[config.mk]
export PLATFORM = sky130hd
export DESIGN_NAME = lnr_notch
export DESIGN_NICKNAME = d
export VERILOG_FILES = /design/src/rtl/lnr_pkg.sv /design/src/rtl/lnr_ring.sv /design/src/rtl/lnr_sum.sv /design/src/rtl/lnr_ctrl.sv /design/src/rtl/lnr_notch.sv
export SDC_FILE = /design/constraint.sdc
export NUM_CORES = 1
export LEC_CHECK = 0
export ABC_AREA = 0
export BUFFER_PORTS_ARGS = -buffer_cell sky130_fd_sc_hd__buf_4
export CORE_MARGIN = 2
export CORE_UTILIZATION = 50
export DETAILED_ROUTE_END_ITERATION = 10
export GPL_ROUTABILITY_DRIVEN = 0
export PLACE_DENSITY = 0.67
export RECOVER_POWER = 100
export SETUP_SLACK_MARGIN = 0.15
export SLEW_MARGIN = 20
export SYNTH_ARGS = -nofsm -noshare
export SYNTH_HDL_FRONTEND = slang
export SYNTH_SLANG_ARGS = --single-unit
[constraint.sdc]
create_clock -name clk -period 6.2 [get_ports clk]
set_input_delay 0.62 -clock clk [delete_from_list [all_inputs] [get_ports clk]]
set_output_delay 0.62 -clock clk [all_outputs]
set_load 0.01 [all_outputs]
[src/rtl/lnr_pkg.sv]
package lnr_pkg;
    typedef enum logic [1:0] {
        ST_FILL = 2'd0,
        ST_RUN  = 2'd1,
        ST_PASS = 2'd2
    } lnr_state_e;
endpackage

[src/rtl/lnr_ring.sv]
module lnr_ring #(
    parameter int DW  = 16,
    parameter int NCH = 8,
    parameter int NQ  = 4,
    localparam int CW = $clog2(NCH),
    localparam int QW = $clog2(NQ)
) (
    input  logic                   clk,
    input  logic                   rst_n,
    input  logic                   wr_en,
    input  logic [QW-1:0]          wr_quad,
    input  logic [CW-1:0]          wr_chan,
    input  logic [DW-1:0]          wr_data,
    input  logic [CW-1:0]          rd_chan,
    output logic [NQ-1:0][DW-1:0]  rd_slots
);
    logic [DW-1:0] cells [NQ][NCH];

    always_ff @(posedge clk or negedge rst_n) begin
        if (!rst_n) begin
            for (int q = 0; q < NQ; q++) begin
                for (int c = 0; c < NCH; c++) begin
                    cells[q][c] <= '0;
                end
            end
        end else if (wr_en) begin
            cells[wr_quad][wr_chan] <= wr_data;
        end
    end

    // one read mux per quadrant slot
    for (genvar q = 0; q < NQ; q++) begin : g_rd
        assign rd_slots[q] = cells[q][rd_chan];
    end
endmodule

[src/rtl/lnr_sum.sv]
module lnr_sum #(
    parameter int DW = 16,
    parameter int NQ = 4,
    localparam int QW = $clog2(NQ),
    localparam int SW = DW + QW
) (
    input  logic [NQ-1:0][DW-1:0] terms,
    output logic [SW-1:0]         total
);
    always_comb begin
        total = '0;
        for (int q = 0; q < NQ; q++) begin
            total = total + SW'($signed(terms[q]));
        end
    end
endmodule

[src/rtl/lnr_ctrl.sv]
module lnr_ctrl
    import lnr_pkg::*;
#(
    parameter int NCH = 8,
    parameter int NQ  = 4,
    localparam int CW = $clog2(NCH),
    localparam int QW = $clog2(NQ)
) (
    input  logic          clk,
    input  logic          rst_n,
    input  logic          in_valid,
    input  logic [CW-1:0] in_chan,
    input  logic          bypass,
    output logic [QW-1:0] qptr,
    output logic          filled
);
    lnr_state_e state_q, state_d;
    logic       scan_end;

    assign scan_end = in_valid && !bypass && (in_chan == CW'(NCH - 1));

    // next-state logic
    always_comb begin
        state_d = state_q;
        unique case (state_q)
            ST_FILL: begin
                if (bypass)                                  state_d = ST_PASS;
                else if (scan_end && qptr == QW'(NQ - 1))    state_d = ST_RUN;
            end
            ST_RUN:  if (bypass)  state_d = ST_PASS;
            ST_PASS: if (!bypass) state_d = ST_FILL;
            default: state_d = ST_FILL;
        endcase
    end

    // state register
    always_ff @(posedge clk or negedge rst_n) begin
        if (!rst_n) state_q <= ST_FILL;
        else        state_q <= state_d;
    end

    // quadrant pointer
    always_ff @(posedge clk or negedge rst_n) begin
        if (!rst_n)         qptr <= '0;
        else if (bypass)    qptr <= '0;
        else if (scan_end)  qptr <= (qptr == QW'(NQ - 1)) ? '0 : qptr + 1'b1;
    end

    // outputs from state
    always_comb begin
        filled = (state_q == ST_RUN);
    end
endmodule

[src/rtl/lnr_notch.sv]
module lnr_notch #(
    parameter int DW  = 16,
    parameter int NCH = 8,
    parameter int NQ  = 4,
    localparam int CW = $clog2(NCH),
    localparam int QW = $clog2(NQ),
    localparam int SW = DW + QW
) (
    input  logic          clk,
    input  logic          rst_n,
    input  logic          in_valid,
    input  logic [CW-1:0] in_chan,
    input  logic [DW-1:0] in_data,
    input  logic          bypass,
    output logic          out_valid,
    output logic [CW-1:0] out_chan,
    output logic [SW-1:0] out_data,
    output logic          filled
);
    logic [QW-1:0]         qptr;
    logic [NQ-1:0][DW-1:0] slots;
    logic [NQ-1:0][DW-1:0] terms;
    logic [SW-1:0]         total;
    logic                  wr_en;

    assign wr_en = in_valid && !bypass;

    lnr_ctrl #(.NCH(NCH), .NQ(NQ)) u_ctrl (
        .clk(clk), .rst_n(rst_n), .in_valid(in_valid), .in_chan(in_chan),
        .bypass(bypass), .qptr(qptr), .filled(filled)
    );

    lnr_ring #(.DW(DW), .NCH(NCH), .NQ(NQ)) u_ring (
        .clk(clk), .rst_n(rst_n), .wr_en(wr_en), .wr_quad(qptr),
        .wr_chan(in_chan), .wr_data(in_data), .rd_chan(in_chan),
        .rd_slots(slots)
    );

    // the current quadrant takes the incoming sample
    for (genvar q = 0; q < NQ; q++) begin : g_term
        assign terms[q] = (qptr == QW'(q)) ? in_data : slots[q];
    end

    lnr_sum #(.DW(DW), .NQ(NQ)) u_sum (.terms(terms), .total(total));

    always_ff @(posedge clk or negedge rst_n) begin
        if (!rst_n) begin
            out_valid <= 1'b0;
            out_chan  <= '0;
            out_data  <= '0;
        end else begin
            out_valid <= in_valid;
            if (in_valid) begin
                out_chan <= in_chan;
                out_data <= bypass ? SW'($signed(in_data)) : total;
            end
        end
    end
endmodule

==> results of run 1 <==
-- flip-flops by register name (all words and copies together), names as in the netlist --
| signal | flops |
|---|---|
| out_valid | 1 |
| u_ctrl.qptr | 2 |
| out_data | 18 |
| u_ring.cells | 512 |
| out_chan | 3 |
| u_ctrl.state_q | 2 |
-- metrics by stage --
stage,power [mW],hold slack (ns)
final,8.49,0.468
after detailed placement,5.36,0.460
after global placement,5.32,0.442
after CTS,8.56,0.0353
after global routing,8.82,0.447
after floorplan,4.84,0.324
-- worst max-delay path by stage --
stage	endpoint	slack [ns]	cells after the start
detailed placement	out_data[16]	0.17	20
finish	out_data[13]	0.52	20
CTS	out_data[16]	0.65	18
global route	out_data[13]	0.26	19
global placement	out_data[16]	0.20	20
floorplan	out_data[16]	0.30	22
-- cell usage after synthesis (4+ instances only) --
master    number  area, um^2
nor3_1        24         120
a22oi_1       33         248
nand2_2        4        25.0
xnor2_1       22         193
dfrtp_1      538       13500
xor2_1         6        52.6
mux4_2        11         248
buf_1          9        33.8
o31ai_1        4        30.0
fa_1          19         380
inv_1         36         135
ha_1          36         450
a21o_1        15         113
a22o_1        13         114
a211oi_1      26         195
o21ai_0       38         190
and2_1         7        43.8
o221ai_1       4        35.0
o21bai_1       5        37.5
nand2_1       46         173
nand3_1       14        70.1
a221oi_1      69         604
nor2_2        32         200
nand2b_1       8        50.1
buf_2         44         220
and3_1         6        37.5
clkbuf_1      95         357
buf_4         27         203
nor2_1        98         368
mux2i_1       91         911
mux2_2       563        6340
o211ai_1       4        30.0
a21oi_1      147         736
nor2b_1       11        68.8
o21a_1         6        45.0
-- kinds of logic (layout without fill, tap and decap cells) --
logic type,count (synthesis),count (layout),share of synthesized area
buf+inv,213,268,0.0356
flops,538,538,0.502
mux,665,665,0.280
simple gates,261,261,0.0463
compound gates,389,389,0.0963
fa+ha+maj,55,55,0.0310
xor+xnor,28,28,0.00914
-- layout by cell type, fill, tap and decap left out, types with 7 or more instances in the layout --
cell and n:
clkbuf_1 56, xnor2_1 22, o21ai_0 38, a22oi_1 33
ha_1 36, mux2i_1 91, nor2_2 11, mux4_2 11
a21oi_1 147, clkbuf_8 11, nand3_1 14, nand2b_1 8
buf_4 82, buf_12 8, clkbuf_16 56, nor3_1 23
a221oi_1 69, a211oi_1 26, and2_1 7, nand2_1 50
mux2_2 563, nor2_1 119, inv_1 36, fa_1 19
a22o_1 13, nor2b_1 9, dfrtp_1 538, a21o_1 15
clkinv_2 8
-- per-layer routing --
| metal | share of wire | vias to the layer above | wire length, um |
|---|---|---|---|
| met2 | 0.46 | 663 | 35200 |
| li1 | - | 7844 | - |
| met3 | 0.066 | 149 | 5080 |
| met1 | 0.45 | 9583 | 34500 |
| met4 | 0.033 | 0 | 2560 |
| met5 | 0 | - | 0 |
-- worst max-delay path, stage by stage (launching register included) --
cell and delay [ns]:
dfrtp_1 0.42, inv_1 0.10, ha_1 0.54, o21ai_0 0.24
ha_1 0.28, fa_1 0.47, a21oi_1 0.19, nor2_1 0.08
o31ai_1 0.35, nand2b_1 0.10, a21oi_1 0.20, xnor2_1 0.23
fa_1 0.46, ha_1 0.41, a21oi_1 0.18, o21ai_0 0.15
a211oi_1 0.26, clkbuf_1 0.24, o21bai_1 0.12, xnor2_1 0.24
o221ai_1 0.15
-- final cells by class --
| type | count | area (um^2) |
|---|---|---|
| fillers | 4437 | 23200 |
| well taps | 688 | 861 |
| inverters | 38 | 143 |
| repair buffers | 135 | 995 |
| multi-input cells | 1398 | 12300 |
| flip-flops and latches | 538 | 13500 |
| clock buffers | 83 | 1610 |
| clock inverters | 12 | 103 |
-- power by group --
group	total [mW]	switching [mW]	leakage (nW)	internal [mW]
Clock	3.21	1.38	0.845	1.82
Sequential	3.94	0.151	7.23	3.79
Combinational	1.35	0.777	5.87	0.568
==> results by group, run 1 <==
Status
  • Status: finished, violations left
  • Violated checks: max-capacitance violations, max-slew violations

Logic synthesis
  • Syn_nets: roughly 2200
  • Synth Flop Type: dfrtp_1
  • Post-synthesis sequential area ratio: 0.502
  • Post-synth ARST share: 1.00
  • Mapped Cells: roughly 2100
  • Synthesized area per cell: approximately 12 um^2
  • Seq cells post-synth: 538
  • Post-Syn Area: roughly 27000 um^2
  • Synth unique cells: between 50 and 60
  • Synth warn: 0
  • Post-synth EDFFs: 0

Layout
  • Fraction of layout cells with a size suffix above 1: 0.349
  • Nets: roughly 2200
  • Post-route cell area: a little under 30000 um^2
  • P&R area growth vs syn: 10.1%
  • Layout Utilization: 0.560
  • Antenna cells: 0
  • Non-Filler Instances: around 2900

Worst hold path
  • Hold_sp: u_ctrl.state_q[1]
  • Min-Delay Path Class: reg -> reg
  • Hold path depth: 1
  • Hold Crit Endpoint: u_ctrl.state_q[0]

Die
  • Top Ports: 46
  • Die X: around 240 um
  • Initial core utilization: 0.508
  • Std-Cell Rows: 84
  • Die Y: between 200 and 250 um
  • Die area: roughly 56000 um^2
  • CORE AREA: 52800 um^2

Critical path
  • Critical Path Source: u_ctrl.qptr[1]
  • WS Path Type: reg -> reg
  • RR Endpoint: out_data[13]
  • Critical Path AT: roughly 6 ns
  • CP max FO: 10
  • R2r startpoint: u_ctrl.qptr[1]
  • Worst R2R Setup Slack: about 0.52 ns
  • Worst EP required: 6.61 ns
  • CP endpoint kind: flop
  • Type of origin of the critical path: flop
  • R2R cell count: 20

Drt
  • 1st-iter DRT viols: approximately 1700
  • Iteration count of the initial detailed-routing pass: 5
  • DR vias: around 18000
  • Remaining DRCs: 0
  • Drt wl/cell: roughly 27 um
  • Post-DR vias/cell: between 6 and 7
  • Routed wire length: between 70 and 80 mm
  • DRT antenna net count: 0

Place
  • Placed insts: ~2800
  • Port bufs: between 40 and 50
  • Place WS: between 0.15 and 0.2 ns
  • Dpl hpwl: roughly 49 mm
  • Cell Area, Placed: 28000 um^2

Clock tree
  • CTS tree: built
  • Hold-fix buffers at CTS: 0
  • Num CTS Buffers: 56
  • Clk_lat worst skew: just over 0.6 ns
  • Postcts setup bufs: 0
  • CTS resizes: 0
  • H-tree Lvls: 2
  • Worst-path clk slew: 0.06 ns
  • Root buffer cell: clkbuf_16
  • Clock Tree Buf Depth: 3
  • Clk sinks: about 540

GRT
  • Busiest grt layer: met2
  • Gr usage total: 0.277
  • First-pass GRT wire length: roughly 120 mm
  • Total gr overflow: 0
  • Met2 Use GR: 0.436
  • Pin count of the biggest net entering global routing: just under 200
  • Number of antenna violations at the first check in global routing: 0
  • Grt met3 use: 0.0448
  • Vias in the first global route: roughly 19000
  • Met1 usage: 0.393

Timing
  • Crit share post-route: 0.915
  • Fin. max-slew vios: 499
  • FMAX: 176 MHz
  • Crit path time final: approximately 5.7 ns
  • # setup viols final: 0
  • Worst-margin pin slew: between 4 and 5 ns
  • Hold Vio Cnt, Final: 0
  • RSZ-0062 raised after global routing: no
  • Worst Skew: 0.0230 ns
  • Final setup TNS: 0 ns
  • Final worst slack: 0.525 ns
  • Rel. slew slack: -2.27

Power
  • Leakage: roughly 14 nW
  • PwrDens: approximately 290 nW/um^2
  • Max IR drop VDD: 0.000194 V

Flow run
  • Max Cap Viol: 23
Note: power is estimated with default switching activity, not from simulation.
==> inputs of run 2 (changes only) <==
- RECOVER_POWER: 100 -> unset
==> results by group, run 2 (synthesis results as in run 1) <==
Status
  • Status: finished, final reports clean (was finished, violations left)

Critical path
  • Worst path cell trace: inv_1 > ha_1 > o21ai_0 > ha_1 > fa_1 > a21oi_1 > nor2_1 > or2_2 > a21oi_1 > xnor2_1 > fa_1 > ha_1 > o21a_1 > o21a_1 > or3b_4 > and4_4 > or3_1 > a31o_1 (was inv_1 > ha_1 > o21ai_0 > ha_1 > fa_1 > a21oi_1 > nor2_1 > o31ai_1 > nand2b_1 > a21oi_1 > xnor2_1 > fa_1 > ha_1 > a21oi_1 > o21ai_0 > a211oi_1 > clkbuf_1 > o21bai_1 > xnor2_1 > o221ai_1)
  • Type of origin of the critical path: flop (unchanged)
  • Worst R2R Setup Slack: 0.56 ns (was 0.52 ns)
  • Critical path buffers and inverters: 1 (was 2)
  • Most used cell, CP: ha_1
  • Delay-heaviest family, CP: adder cells (unchanged)
  • Worst EP required: 6.69 ns (was 6.61 ns)
  • CP max stage cell: ha_1 (unchanged)
  • Critical Path AT: 6.13 ns (was 6.08 ns)
  • WS Path Type: reg -> reg (unchanged)
  • CP max FO: 10 (unchanged)
  • CP endpoint kind: flop (unchanged)
  • Slowest Stage Delay on Critical Path: 0.54 ns (about the same)

Die
  • Std-Cell Rows: 84 (unchanged)
  • Die Y: 236 um (unchanged)
  • CORE AREA: 52800 um^2 (unchanged)
  • Die area: 55500 um^2 (unchanged)
  • Die X: 236 um (unchanged)
  • Initial core utilization: 0.508 (unchanged)
  • Top Ports: 46 (unchanged)

Layout
  • Fraction of layout cells with a size suffix above 1: 0.380 (was 0.349)
  • Top reg by flops: u_ring.cells (unchanged)
  • Antenna cells: 0 (unchanged)
  • Most common cell after layout, fill and taps aside: mux2_2 (unchanged)
  • FILL cells: 4373 (was 4437)
  • Area of the multi-input gates: 12500 um^2 (was 12300 um^2)
  • Nets: 2245 (unchanged)
  • Post-route cell area: 29800 um^2 (was 29500 um^2)
  • Max FFs per register: 512 (unchanged)
  • P&R area growth vs syn: 11.2% (was 10.1%)
  • Biggest registers after layout: u_ring.cells x512, out_data x18, out_chan x3 (unchanged)
  • Reg area: 13500 um^2 (unchanged)
  • Commonest non-fill, non-tap cells in the layout: 563 x mux2_2, 538 x dfrtp_1, 147 x a21oi_1 (unchanged)

Power
  • Max IR drop VDD: 0.000193 V (was 0.000194 V)
  • Switching share of power: 0.271 (was 0.272)
  • Internal power: 6.22 mW (was 6.18 mW)
  • PwrDens: 286 nW/um^2 (was 288 nW/um^2)
  • Combinational power share: 0.162 (was 0.158)
  • Leakage: 14.1 nW (was 13.9 nW)
  • Tot Pwr: 8.53 mW (was 8.49 mW)
  • Share of power burned in registers: 0.462 (was 0.464)
  • Sw Pwr: 2.32 mW (was 2.31 mW)
  • Clk pwr share: 0.376 (was 0.378)

Timing
  • Final worst slack: 0.563 ns (was 0.525 ns)
  • Final hold slack: 0.0153 ns (was 0.468 ns)
  • Worst Skew: 0.0224 ns (was 0.0230 ns)
  • RSZ-0062 raised after global routing: no (unchanged)
  • Crit share post-route: 0.909 (was 0.915)
  • Rel. slew slack: 0.224 (was -2.27)
  • Crit path time final: 5.64 ns (was 5.68 ns)
  • Final setup TNS: 0 ns (unchanged)
  • # setup viols final: 0 (unchanged)
  • Fin. max-slew vios: 0 (was 499)
  • FMAX: 177 MHz (was 176 MHz)
  • Worst-margin pin slew: 1.16 ns (was 4.90 ns)
  • Hold Vio Cnt, Final: 0 (unchanged)

Clock tree
  • H-tree Lvls: 2 (unchanged)
  • Hold-fix buffers at CTS: 0 (unchanged)
  • Clk sinks: 538 (unchanged)
  • Clk_lat worst skew: 0.62 ns (about the same)
  • CTS tree: built (unchanged)
  • Postcts setup bufs: 0 (unchanged)
  • Clock Tree Buf Depth: 3 (unchanged)
  • CTS resizes: 0 (unchanged)
  • Num CTS Buffers: 56 (unchanged)
  • Worst-path clk slew: 0.06 ns (about the same)
  • Root buffer cell: clkbuf_16 (unchanged)

Drt
  • DRT antenna net count: 0 (unchanged)
  • 1st-iter DRT viols: 1662 (was 1665)
  • Remaining DRCs: 0 (unchanged)
  • Iteration count of the initial detailed-routing pass: 5 (unchanged)
  • Drt wl/cell: 26.7 um (was 26.8 um)
  • DR vias: 18200 (about the same)
  • Routed wire length: 77.2 mm (was 77.4 mm)
  • Post-DR vias/cell: 6.29 (was 6.31)

Worst hold path
  • Min-Delay Path Class: in -> async (was reg -> reg)

Place
  • Dpl hpwl: 49.1 mm (unchanged)
  • Port bufs: 45 (unchanged)
  • Cell Area, Placed: 28000 um^2 (unchanged)
  • Place WS: 0.169 ns (unchanged)

GRT
  • First-pass GRT wire length: 117 mm (unchanged)
  • Vias in the first global route: 18700 (unchanged)
  • Total gr overflow: 0 (unchanged)
  • Pin count of the biggest net entering global routing: 194 (unchanged)
  • Number of antenna violations at the first check in global routing: 0 (unchanged)
  • Gr usage total: 0.277 (unchanged)

Flow run
  • Max Cap Viol: 0 (was 23)
## run 2: metal layers
| metal | routed length [um] | GRT usage | up-vias |
|---|---|---|---|
| met1 | 34600 | 0.393 | 9548 |
| met4 | 2610 | 0.0942 | 0 |
| met2 | 35100 | 0.436 | 658 |
| met5 | 0 | 0 | - |
| met3 | 4900 | 0.0448 | 149 |
| li1 | - | - | 7846 |
## run 2: worst paths after layout
| path | endpoint | cells after the start | startpoint |
|---|---|---|---|
| worst max-delay path | out_data[16] | 18 | u_ctrl.qptr[1] |
| worst min-delay path | u_ring.cells[394] | 1 | rst_n |
| worst max register to register | out_data[16] | 18 | u_ctrl.qptr[1] |
| worst min register to register | u_ctrl.state_q[0] | 1 | u_ctrl.state_q[1] |
| max in group asynchronous | u_ring.cells[148] | 3 | rst_n |
| min in group clk | out_valid | 1 | in_valid |
## run 2: cell type report
type                       instances  area share
clock inverter                    12     0.00344
inverter                          38     0.00478
sequential                       538       0.452
timing repair buffer             135      0.0392
clock buffer                      83      0.0541
tap                              688      0.0289
multi-input combinational       1398       0.418
## run 2: worst register-to-register path: cells and delay by family, from the launching register on
family                     cells  cell delay [ns]
adders and majority gates      5             2.14
AOI/OAI and AO/OA              6             1.33
and+or+nand+nor                5             1.26
DFF                            1             0.42
xor gates and xnor gates       1             0.25
buffers and inverters          1             0.10
## run 2: through the flow
step | util | cells
finish | 0.565 | 2892
global route | 0.565 | 2892
CTS | 0.563 | 2890
detailed placement | 0.531 | 2795
global placement | 0.531 | 2795
floorplan | - | 2149
## run 2: power by group through the flow
stage | clock, mW | sequential (mW) | combinational [mW]
6_report | 3.21 | 3.94 | 1.38
3_3_place_gp | 0 | 3.98 | 1.33
5_1_grt | 3.40 | 3.97 | 1.49
3_5_place_dp | 0 | 4.00 | 1.36
2_1_floorplan | 0 | 3.97 | 0.869
4_1_cts | 3.26 | 3.94 | 1.37
==> inputs of run 3 (changes only) <==
- MAX_ROUTING_LAYER: unset -> met4
==> results by group, run 3 (synthesis results as in run 1) <==
Status
  • Status: finished, final reports clean (unchanged)

Die
  • CORE AREA: 52800 um^2 (unchanged)
  • Die area: 55500 um^2 (unchanged)
  • Top Ports: 46 (unchanged)
  • Die Y: 236 um (unchanged)
  • Die X: 236 um (unchanged)
  • Initial core utilization: 0.508 (unchanged)
  • Std-Cell Rows: 84 (unchanged)

Clock tree
  • Postcts setup bufs: 0 (unchanged)
  • H-tree Lvls: 2 (unchanged)
  • Clock Tree Buf Depth: 3 (unchanged)
  • CTS tree: built (unchanged)
  • Hold-fix buffers at CTS: 0 (unchanged)
  • Root buffer cell: clkbuf_16 (unchanged)
  • Worst-path clk slew: 0.06 ns (about the same)
  • CTS resizes: 0 (unchanged)
  • Clk_lat worst skew: 0.62 ns (about the same)
  • Clk sinks: 538 (unchanged)
  • Num CTS Buffers: 56 (unchanged)

GRT
  • Gr usage total: 0.286 (was 0.277)
  • First-pass GRT wire length: 117 mm (about the same)
  • Total gr overflow: 0 (unchanged)
  • Pin count of the biggest net entering global routing: 194 (unchanged)
  • Number of antenna violations at the first check in global routing: 0 (unchanged)
  • Vias in the first global route: 18700 (about the same)

Drt
  • Post-DR vias/cell: 6.31 (was 6.29)
  • Met3 routed WL: 4.50 mm (was 4.90 mm)
  • Remaining DRCs: 0 (unchanged)
  • DR vias: 18200 (about the same)
  • 1st-iter DRT viols: 1713 (was 1662)
  • Met2 WL post-DR: 35.3 mm (was 35.1 mm)
  • Drt wl/cell: 26.8 um (was 26.7 um)
  • M1 WL: 35.2 mm (was 34.6 mm)
  • DRT antenna net count: 0 (unchanged)
  • Iteration count of the initial detailed-routing pass: 5 (unchanged)
  • Highest routing layer actually used: met4 (unchanged)
  • Routed wire length: 77.4 mm (was 77.2 mm)

Critical path
  • Critical Path Source: u_ring.cells[256] (was u_ctrl.qptr[1])
  • R2r startpoint: u_ring.cells[256] (was u_ctrl.qptr[1])
  • Type of origin of the critical path: flop (unchanged)
  • Worst EP required: 6.69 ns (about the same)
  • R2R cell count: 18 (unchanged)
  • CP max FO: 5 (was 10)
  • Critical Path AT: 6.12 ns (was 6.13 ns)
  • WS Path Type: reg -> reg (unchanged)
  • CP endpoint kind: flop (unchanged)

Power
  • PwrDens: 286 nW/um^2 (about the same)
  • Max IR drop VDD: 0.000193 V (about the same)
  • Leakage: 14.1 nW (unchanged)

Layout
  • Most common cell after layout, fill and taps aside: mux2_2 (unchanged)
  • Fraction of layout cells with a size suffix above 1: 0.380 (unchanged)
  • P&R area growth vs syn: 11.2% (unchanged)
  • Commonest non-fill, non-tap cells in the layout: 563 x mux2_2, 538 x dfrtp_1, 147 x a21oi_1 (unchanged)
  • Max FFs per register: 512 (unchanged)
  • Antenna cells: 0 (unchanged)
  • Top reg by flops: u_ring.cells (unchanged)
  • Nets: 2245 (unchanged)
  • Biggest registers after layout: u_ring.cells x512, out_data x18, out_chan x3 (unchanged)

Timing
  • RSZ-0062 raised after global routing: no (unchanged)
  • Worst Skew: 0.0231 ns (was 0.0224 ns)
  • FMAX: 178 MHz (was 177 MHz)
  • Final worst slack: 0.572 ns (was 0.563 ns)
  • Fin. max-slew vios: 0 (unchanged)
  • Crit share post-route: 0.908 (was 0.909)
  • Rel. slew slack: 0.213 (was 0.224)
  • Final setup TNS: 0 ns (unchanged)
  • # setup viols final: 0 (unchanged)
  • Hold Vio Cnt, Final: 0 (unchanged)
  • Crit path time final: 5.63 ns (was 5.64 ns)
  • Worst-margin pin slew: 1.18 ns (was 1.16 ns)

Worst hold path
  • Min-Delay Path Class: in -> async (unchanged)

Place
  • Port bufs: 45 (unchanged)
  • Place WS: 0.169 ns (unchanged)
  • Dpl hpwl: 49.1 mm (unchanged)

Flow run
  • Max Cap Viol: 0 (unchanged)
run 3: cell counts in the layout (fill, tap and decap cells not counted):
Identical to the previous run, type by type.
run 3: cell type report:
class / instances / area (um^2)
clock inverter: 12 / 103
clock buffer: 83 / 1610
fill: 4373 / 22900
timing repair buffer: 135 / 1170
sequential: 538 / 13500
multi-input combinational: 1398 / 12500
inverter: 38 / 143
tap: 688 / 861
run 3: path summary, 6_finish.rpt:
kind	end	slack, ns
worst max-delay path	out_data[16]	0.57
worst min-delay path	u_ring.cells[394]	0.01
worst max register to register	out_data[16]	0.57
worst min register to register	u_ctrl.state_q[0]	0.47
max in group asynchronous	out_data[11]	4.68
min in group clk	out_valid	0.38
run 3: through the flow:
step | cells | utilization | hold WS, ns | total power, mW | area, um^2
3_5_place_dp | 2795 | 0.531 | 0.460 | 5.36 | 28000
3_3_place_gp | 2795 | 0.531 | 0.442 | 5.32 | 28000
2_1_floorplan | 2149 | - | 0.324 | 4.84 | 26800
6_report | 2892 | 0.565 | 0.0140 | 8.53 | 29800
4_1_cts | 2890 | 0.563 | 0.0353 | 8.56 | 29700
5_1_grt | 2892 | 0.565 | 0.0443 | 8.86 | 29800
run 3: metal layers:
metal / vias to the layer above / global-route usage
met2: 644 / 0.437
met5: - / -
met4: 0 / 0.0903
met1: 9609 / 0.397
met3: 143 / 0.0394
li1: 7839 / -
run 3: critical path, cell delays in order (launching register included):
cell      delay, ns
dfrtp_1        0.38
mux4_2         0.48
a221oi_1       0.29
o21ai_0        0.17
ha_1           0.28
fa_1           0.47
a21oi_1        0.19
nor2_1         0.08
or2_2          0.27
a21oi_1        0.32
xnor2_1        0.25
fa_1           0.47
ha_1           0.37
o21a_1         0.22
o21a_1         0.18
or3b_4         0.38
and4_4         0.20
or3_1          0.33
a31o_1         0.18
run 3: where the power goes:
group          leakage (nW)  switching (mW)  internal [mW]  total, mW
logic                  6.03           0.781          0.604       1.38
clock network         0.845            1.38           1.82       3.21
registers              7.23           0.152           3.79       3.94
